<file path="config.mk">
export PLATFORM = sky130hd
export DESIGN_NAME = adc_seq_framer
export DESIGN_NICKNAME = d
export VERILOG_FILES = /design/src/rtl/adc_seq_pkg.sv /design/src/rtl/adc_seq_shift.sv /design/src/rtl/adc_seq_ctrl.sv /design/src/rtl/adc_seq_frame.sv /design/src/rtl/adc_seq_framer.sv
export SDC_FILE = /design/constraint.sdc
export NUM_CORES = 1
export LEC_CHECK = 0
export BUFFER_PORTS_ARGS = -buffer_cell sky130_fd_sc_hd__buf_2
export CORE_MARGIN = 3
export CORE_UTILIZATION = 50
export DETAILED_ROUTE_END_ITERATION = 12
export PLACE_DENSITY = 0.78
export SLEW_MARGIN = 5
export SYNTH_ARGS = -nofsm -noshare
export SYNTH_HDL_FRONTEND = slang
export SYNTH_SLANG_ARGS = --single-unit
</file>
<file path="constraint.sdc">
create_clock -name clk_i -period 1.3 [get_ports clk_i]
set_input_delay 0.065 -clock clk_i [delete_from_list [all_inputs] [get_ports clk_i]]
set_output_delay 0.065 -clock clk_i [all_outputs]
set_load 0.01 [all_outputs]
</file>
<file path="src/rtl/adc_seq_pkg.sv">
package adc_seq_pkg;
  localparam int WORD_W = 16;
  localparam int CH_W   = 2;
  localparam int HDR_W  = 3 + CH_W;
  localparam int CNT_W  = $clog2(WORD_W + 1);

  typedef enum logic [1:0] {
    MODE_FIX0 = 2'b00,
    MODE_FIX1 = 2'b01,
    MODE_KEEP = 2'b10,
    MODE_AUTO = 2'b11
  } seq_mode_e;

  typedef struct packed {
    logic            wr;
    seq_mode_e       mode;
    logic [CH_W-1:0] addr;
  } ctl_hdr_t;
endpackage

</file>
<file path="src/rtl/adc_seq_shift.sv">
module adc_seq_shift
  import adc_seq_pkg::*;
(
  input  logic              clk_i,
  input  logic              rst_ni,
  input  logic              cs_ni,
  input  logic              sclk_i,
  input  logic              din_i,
  input  logic [WORD_W-1:0] load_word_i,
  output logic              dout_o,
  output logic              word_valid_o,
  output logic [HDR_W-1:0]  hdr_o
);
  localparam logic [CNT_W-1:0] CNT_LAST = CNT_W'(WORD_W - 1);
  localparam logic [CNT_W-1:0] CNT_FULL = CNT_W'(WORD_W);
  localparam logic [CNT_W-1:0] CNT_HDR  = CNT_W'(HDR_W);

  logic              sclk_q, cs_q, busy_q, valid_q;
  logic [CNT_W-1:0]  cnt_q;
  logic [HDR_W-1:0]  hdr_q;
  logic [WORD_W-1:0] tx_q;
  logic              sclk_rise, sclk_fall, cs_fall;

  assign sclk_rise = sclk_i & ~sclk_q;
  assign sclk_fall = ~sclk_i & sclk_q;
  assign cs_fall   = ~cs_ni & cs_q;

  always_ff @(posedge clk_i or negedge rst_ni) begin
    if (!rst_ni) begin
      sclk_q  <= 1'b0;
      cs_q    <= 1'b1;
      busy_q  <= 1'b0;
      valid_q <= 1'b0;
      cnt_q   <= '0;
      hdr_q   <= '0;
      tx_q    <= '0;
    end else begin
      sclk_q  <= sclk_i;
      cs_q    <= cs_ni;
      valid_q <= 1'b0;
      if (cs_ni) begin
        busy_q <= 1'b0;
      end else if (cs_fall) begin
        busy_q <= 1'b1;
        cnt_q  <= '0;
        tx_q   <= load_word_i;
      end else if (busy_q) begin
        if (sclk_rise && cnt_q < CNT_FULL) begin
          cnt_q <= cnt_q + 1'b1;
          // only the leading header bits matter; the rest are dropped
          if (cnt_q < CNT_HDR) hdr_q <= {hdr_q[HDR_W-2:0], din_i};
          if (cnt_q == CNT_LAST) valid_q <= 1'b1;
        end
        if (sclk_fall) tx_q <= {tx_q[WORD_W-2:0], 1'b0};
      end
    end
  end

  assign dout_o       = busy_q & tx_q[WORD_W-1];
  assign word_valid_o = valid_q;
  assign hdr_o        = hdr_q;


  valid_one_shot_chk: assert property (@(posedge clk_i) disable iff (!rst_ni)
    valid_q |=> !valid_q);

  tx_hold_chk: assert property (@(posedge clk_i) disable iff (!rst_ni)
    (busy_q && !cs_ni && !sclk_fall) |=> $stable(tx_q));

  no_valid_idle_chk: assert property (@(posedge clk_i) disable iff (!rst_ni)
    (cs_ni && cs_q) |=> !valid_q);
endmodule

</file>
<file path="src/rtl/adc_seq_ctrl.sv">
module adc_seq_ctrl
  import adc_seq_pkg::*;
(
  input  logic            clk_i,
  input  logic            rst_ni,
  input  logic            upd_i,
  input  ctl_hdr_t        hdr_i,
  output logic [CH_W-1:0] ch_o
);
  logic            run_q;
  logic [CH_W-1:0] last_q, ch_q;
  logic            start_seq, fix_ch;

  assign start_seq = hdr_i.wr && hdr_i.mode == MODE_AUTO;
  assign fix_ch    = hdr_i.wr && !start_seq && !(run_q && hdr_i.mode == MODE_KEEP);

  always_ff @(posedge clk_i or negedge rst_ni) begin
    if (!rst_ni) begin
      run_q  <= 1'b0;
      last_q <= '0;
      ch_q   <= '0;
    end else if (upd_i) begin
      if (start_seq) begin
        run_q  <= 1'b1;
        last_q <= hdr_i.addr;
        ch_q   <= '0;
      end else if (fix_ch) begin
        run_q  <= 1'b0;
        last_q <= hdr_i.addr;
        ch_q   <= hdr_i.addr;
      end else if (run_q) begin
        ch_q <= (ch_q == last_q) ? '0 : ch_q + 1'b1;
      end
    end
  end

  assign ch_o = ch_q;


  auto_start_chk: assert property (@(posedge clk_i) disable iff (!rst_ni)
    (upd_i && hdr_i.wr && hdr_i.mode == MODE_AUTO) |=> (run_q && ch_q == '0));

  wrap_chk: assert property (@(posedge clk_i) disable iff (!rst_ni)
    (upd_i && run_q && ch_q == last_q && (!hdr_i.wr || hdr_i.mode == MODE_KEEP))
    |=> (ch_q == '0 && run_q));

  keep_chk: assert property (@(posedge clk_i) disable iff (!rst_ni)
    (upd_i && run_q && hdr_i.wr && hdr_i.mode == MODE_KEEP) |=> ($stable(last_q) && run_q));

  fix_chk: assert property (@(posedge clk_i) disable iff (!rst_ni)
    (upd_i && hdr_i.wr && (hdr_i.mode == MODE_FIX0 || hdr_i.mode == MODE_FIX1))
    |=> (!run_q && ch_q == $past(hdr_i.addr)));

  hold_chk: assert property (@(posedge clk_i) disable iff (!rst_ni)
    !upd_i |=> ($stable(ch_q) && $stable(run_q) && $stable(last_q)));
endmodule

</file>
<file path="src/rtl/adc_seq_frame.sv">
module adc_seq_frame
  import adc_seq_pkg::*;
#(
  parameter int RES_W = 12
) (
  input  logic [CH_W-1:0]   ch_i,
  input  logic [RES_W-1:0]  data_i,
  output logic [WORD_W-1:0] word_o
);
  localparam int PAD_W = WORD_W - 2 - CH_W - RES_W;

  generate
    if (PAD_W == 0) begin : g_nopad
      assign word_o = {2'b00, ch_i, data_i};
    end else begin : g_pad
      assign word_o = {2'b00, ch_i, data_i, {PAD_W{1'b0}}};
    end
  endgenerate
endmodule

</file>
<file path="src/rtl/adc_seq_framer.sv">
module adc_seq_framer
  import adc_seq_pkg::*;
#(
  parameter int RES_W = 12
) (
  input  logic             clk_i,
  input  logic             rst_ni,
  input  logic             cs_ni,
  input  logic             sclk_i,
  input  logic             din_i,
  input  logic [RES_W-1:0] data_i,
  output logic             dout_o,
  output logic [CH_W-1:0]  ch_sel_o
);
  logic [WORD_W-1:0] frame_word;
  logic              word_valid;
  logic [HDR_W-1:0]  hdr_bits;
  ctl_hdr_t          hdr;
  logic [CH_W-1:0]   ch;

  assign hdr = ctl_hdr_t'(hdr_bits);

  adc_seq_frame #(.RES_W(RES_W)) u_frame (
    .ch_i   (ch),
    .data_i (data_i),
    .word_o (frame_word)
  );

  adc_seq_shift u_shift (
    .clk_i        (clk_i),
    .rst_ni       (rst_ni),
    .cs_ni        (cs_ni),
    .sclk_i       (sclk_i),
    .din_i        (din_i),
    .load_word_i  (frame_word),
    .dout_o       (dout_o),
    .word_valid_o (word_valid),
    .hdr_o        (hdr_bits)
  );

  adc_seq_ctrl u_ctrl (
    .clk_i  (clk_i),
    .rst_ni (rst_ni),
    .upd_i  (word_valid),
    .hdr_i  (hdr),
    .ch_o   (ch)
  );

  assign ch_sel_o = ch;


  dout_idle_chk: assert property (@(posedge clk_i) disable iff (!rst_ni)
    (cs_ni && $past(cs_ni)) |-> !dout_o);
endmodule

</file>
==> out/results.ini <==
[clock_network]
htree_levels=2
cts_root_buf=clkbuf_4
numCtsBuffers=5
clock_sink_count=35
path_clk_slew_ns=0.11
cts_tree=yes
clock_path_buffers=2
insertion_delay_ns=0.33

[run_status]
violations=negative setup slack
run_status=finished, violations left

[pwr]
power_frac_comb_pct=15.2
fin_total_pwr_uw=2170
intPower_uw=1580
power_leakage_uw=0.00106
clkPwrFrac_pct=26.5
switchingPower_uw=588
power_density_nw_per_um2=967
ir_worst_vdd_mv=0.637
sw_frac_of_total_pct=27.1
p_seq_share_pct=58.3

[yosys]
synthArstFlopShare_pct=100
syn_nets=175
ys_types=34
netlist_top_cells_area=dfrtp_1 52%, o21ai_0 5.2%, mux2_4 4.6%
synth_top_area_share_pct=52.1
yosysSeqAreaShare_pct=53.7
syn-cell-area_sq_um=1630
synth_edf_count=0
ys.flop_type=dfrtp_1
synth_top_area_cell=dfrtp_1
syn_inst=156
syn_avg_cell_area_sq_um=10.5
ys_warn_count=0
ys_seq_elements=35

[drt]
first_iter_violations=113
vias=1344
vias_per_cell=5.13
ant_nets=0
drc=0
wirelength_mm=3.76
wl_per_cell_um=14.3
drt_first_pass_iters=4

[grt]
antenna_found_initial=0
grt_pass1_vias=1344
grt_pass1_wl_mm=6.22
gr-usage-all-layers_pct=19.5
grt_max_degree=36
grt-ovfl-total=0

[floorplanning]
die_h_um=63.1
core_area_sq_um=3080
ios=20
start_util_pct=53.0
die_x_um=63.1
die_area_sq_um=3990
rows=20

[worst_setup_path]
cp_num_cells=4
cp_max_fo=5
reg2reg_setup_slack_ns=-0.06
cp-start-kind=register
endpoint_kind=register
cp.arrival_ns=1.58
slowest_stage=dfstp_2
timing.rr.start=u_shift.cs_q
r2r_cells=4
crit_required_ns=1.52
critPathTopFamily=flip-flops
startpoint=u_shift.cs_q
crit_end=u_shift.hdr_o[3]
crit_chain=nor2b_4 -> nor2_2 -> nand3_4 -> mux2_4
rr_endpoint=u_shift.hdr_o[3]
path_class=reg2reg
critPathMaxStageDelay_ns=0.56
critical_path_buf_inv_count=0

[sta]
worstMarginPinSlew_ns=0.426
setup_viol_count_final=7
hold_viol=0
fin_crit_ns=1.36
slew-limit-headroom_pct=71.6
max_freq_ghz=0.738
fin_ws_ns=-0.0558
finalCritPeriodShare_pct=104
rsz0062_at_grt=yes
whs_ns=0.0593
drv_slew=0
clock_skew_ns=0.00631

[run]
maxCapViolations=0

[finish]
syn_to_final_growth_pct=37.5
mostFrequentLayoutCells=34 x dfrtp_1, 23 x buf_4, 19 x buf_2
drive_gt1_share_pct=35.3
diodes=0
nets=236
layout_commonest_cell=dfrtp_1

[placed_design]
dp_hpwl_mm=2.27
routabilityCongestion=0.825
io_buffers=19

[worst_hold_path]
hold_path.class=in2reg

==> power groups by stage <==
| stage | registers [uW] | logic [uW] | clock network [uW] |
|---|---|---|---|
| after global routing | 1280 | 370 | 648 |
| after CTS | 1260 | 307 | 580 |
| final | 1270 | 331 | 575 |
| after detailed placement | 1280 | 260 | 0 |
| after global placement | 1270 | 249 | 0 |
| after floorplan | 1260 | 149 | 0 |
==> timing repair <==
action | CTS | global route
cloned | 0 | 0
endpoints found under the setup margin | 13 | 27
resized for setup | 5 | 22
hold buffers | 16 | 0
endpoints found under the hold margin | 49 | 0
buffers inserted | 3 | 4
pin swaps | 5 | 6
==> synth_stat cells (2+ instances only) <==
| cell type | instances |
|---|---|
| mux2i_1 | 4 |
| o21ai_0 | 17 |
| nand3_1 | 3 |
| nand2_1 | 13 |
| and3_1 | 4 |
| a21oi_1 | 4 |
| nor2_1 | 11 |
| dfrtp_1 | 34 |
| a31oi_1 | 5 |
| a22oi_1 | 9 |
| xnor2_1 | 2 |
| nand2b_1 | 3 |
| mux2_2 | 2 |
| inv_1 | 16 |
| buf_2 | 4 |
| ha_1 | 2 |
| mux2_4 | 5 |
| and2_1 | 2 |
==> state kept, by name (all words and copies together) (netlist names) <==
signal / flops
u_shift.tx_q: 16
u_shift.hdr_o: 5
u_shift.cs_q: 1
u_ctrl.last_q: 2
u_shift.sclk_q: 1
u_shift.busy_q: 1
u_ctrl.run_q: 1
u_shift.word_valid_o: 1
u_shift.cnt_q: 5
u_ctrl.ch_o: 2
==> metrics by stage <==
| stage | instances | util, % | worst slack, ns | cell area [sq um] | TNS, ns |
|---|---|---|---|---|---|
| 2_1_floorplan | 156 | - | -0.0342 | 1650 | -0.0617 |
| 6_report | 262 | 72.9 | -0.0558 | 2240 | -0.262 |
| 5_1_grt | 262 | 72.9 | -0.110 | 2240 | -0.979 |
| 3_5_place_dp | 231 | 61.5 | -0.0549 | 1890 | -0.272 |
| 4_1_cts | 258 | 70.1 | -0.0468 | 2160 | -0.302 |
| 3_3_place_gp | 231 | 61.5 | -0.0378 | 1890 | -0.0902 |
==> area by class of cell <==
cell class / count / area (sq um)
Sequential cell: 35 / 877
Fill cell: 205 / 833
Multi-Input combinational cell: 99 / 748
Timing Repair Buffer: 60 / 450
Clock inverter: 2 / 12.5
Inverter: 16 / 60.1
Clock buffer: 6 / 41.3
Tap cell: 44 / 55.1
==> worst min path at each step <==
stage | cells past startpoint | to | startpoint
floorplan | 0 | u_ctrl.ch_o[0] | rst_ni
global placement | 2 | u_shift.tx_q[5] | rst_ni
detailed placement | 2 | u_shift.tx_q[5] | rst_ni
CTS | 2 | u_shift.busy_q | cs_ni
global route | 2 | u_shift.busy_q | cs_ni
finish | 2 | u_shift.busy_q | cs_ni
==> cells by family (layout without fill, tap and decap cells) <==
| family | after synthesis | after routing | share of synthesized area (%) |
|---|---|---|---|
| compound gates | 40 | 40 | 14.9 |
| mux | 11 | 11 | 8.43 |
| xor+xnor | 2 | 2 | 1.07 |
| fa+ha+maj | 2 | 2 | 1.53 |
| buf+inv | 22 | 84 | 6.05 |
| simple gates | 44 | 44 | 14.3 |
| flops | 35 | 35 | 53.7 |
==> metal layers <==
layer	routed length (um)	global-route usage (%)
met1	1550	25.3
met4	54	5.51
met2	2030	33.1
met5	0	0
met3	118	3.92
Power figures use the tool's default switching activity.
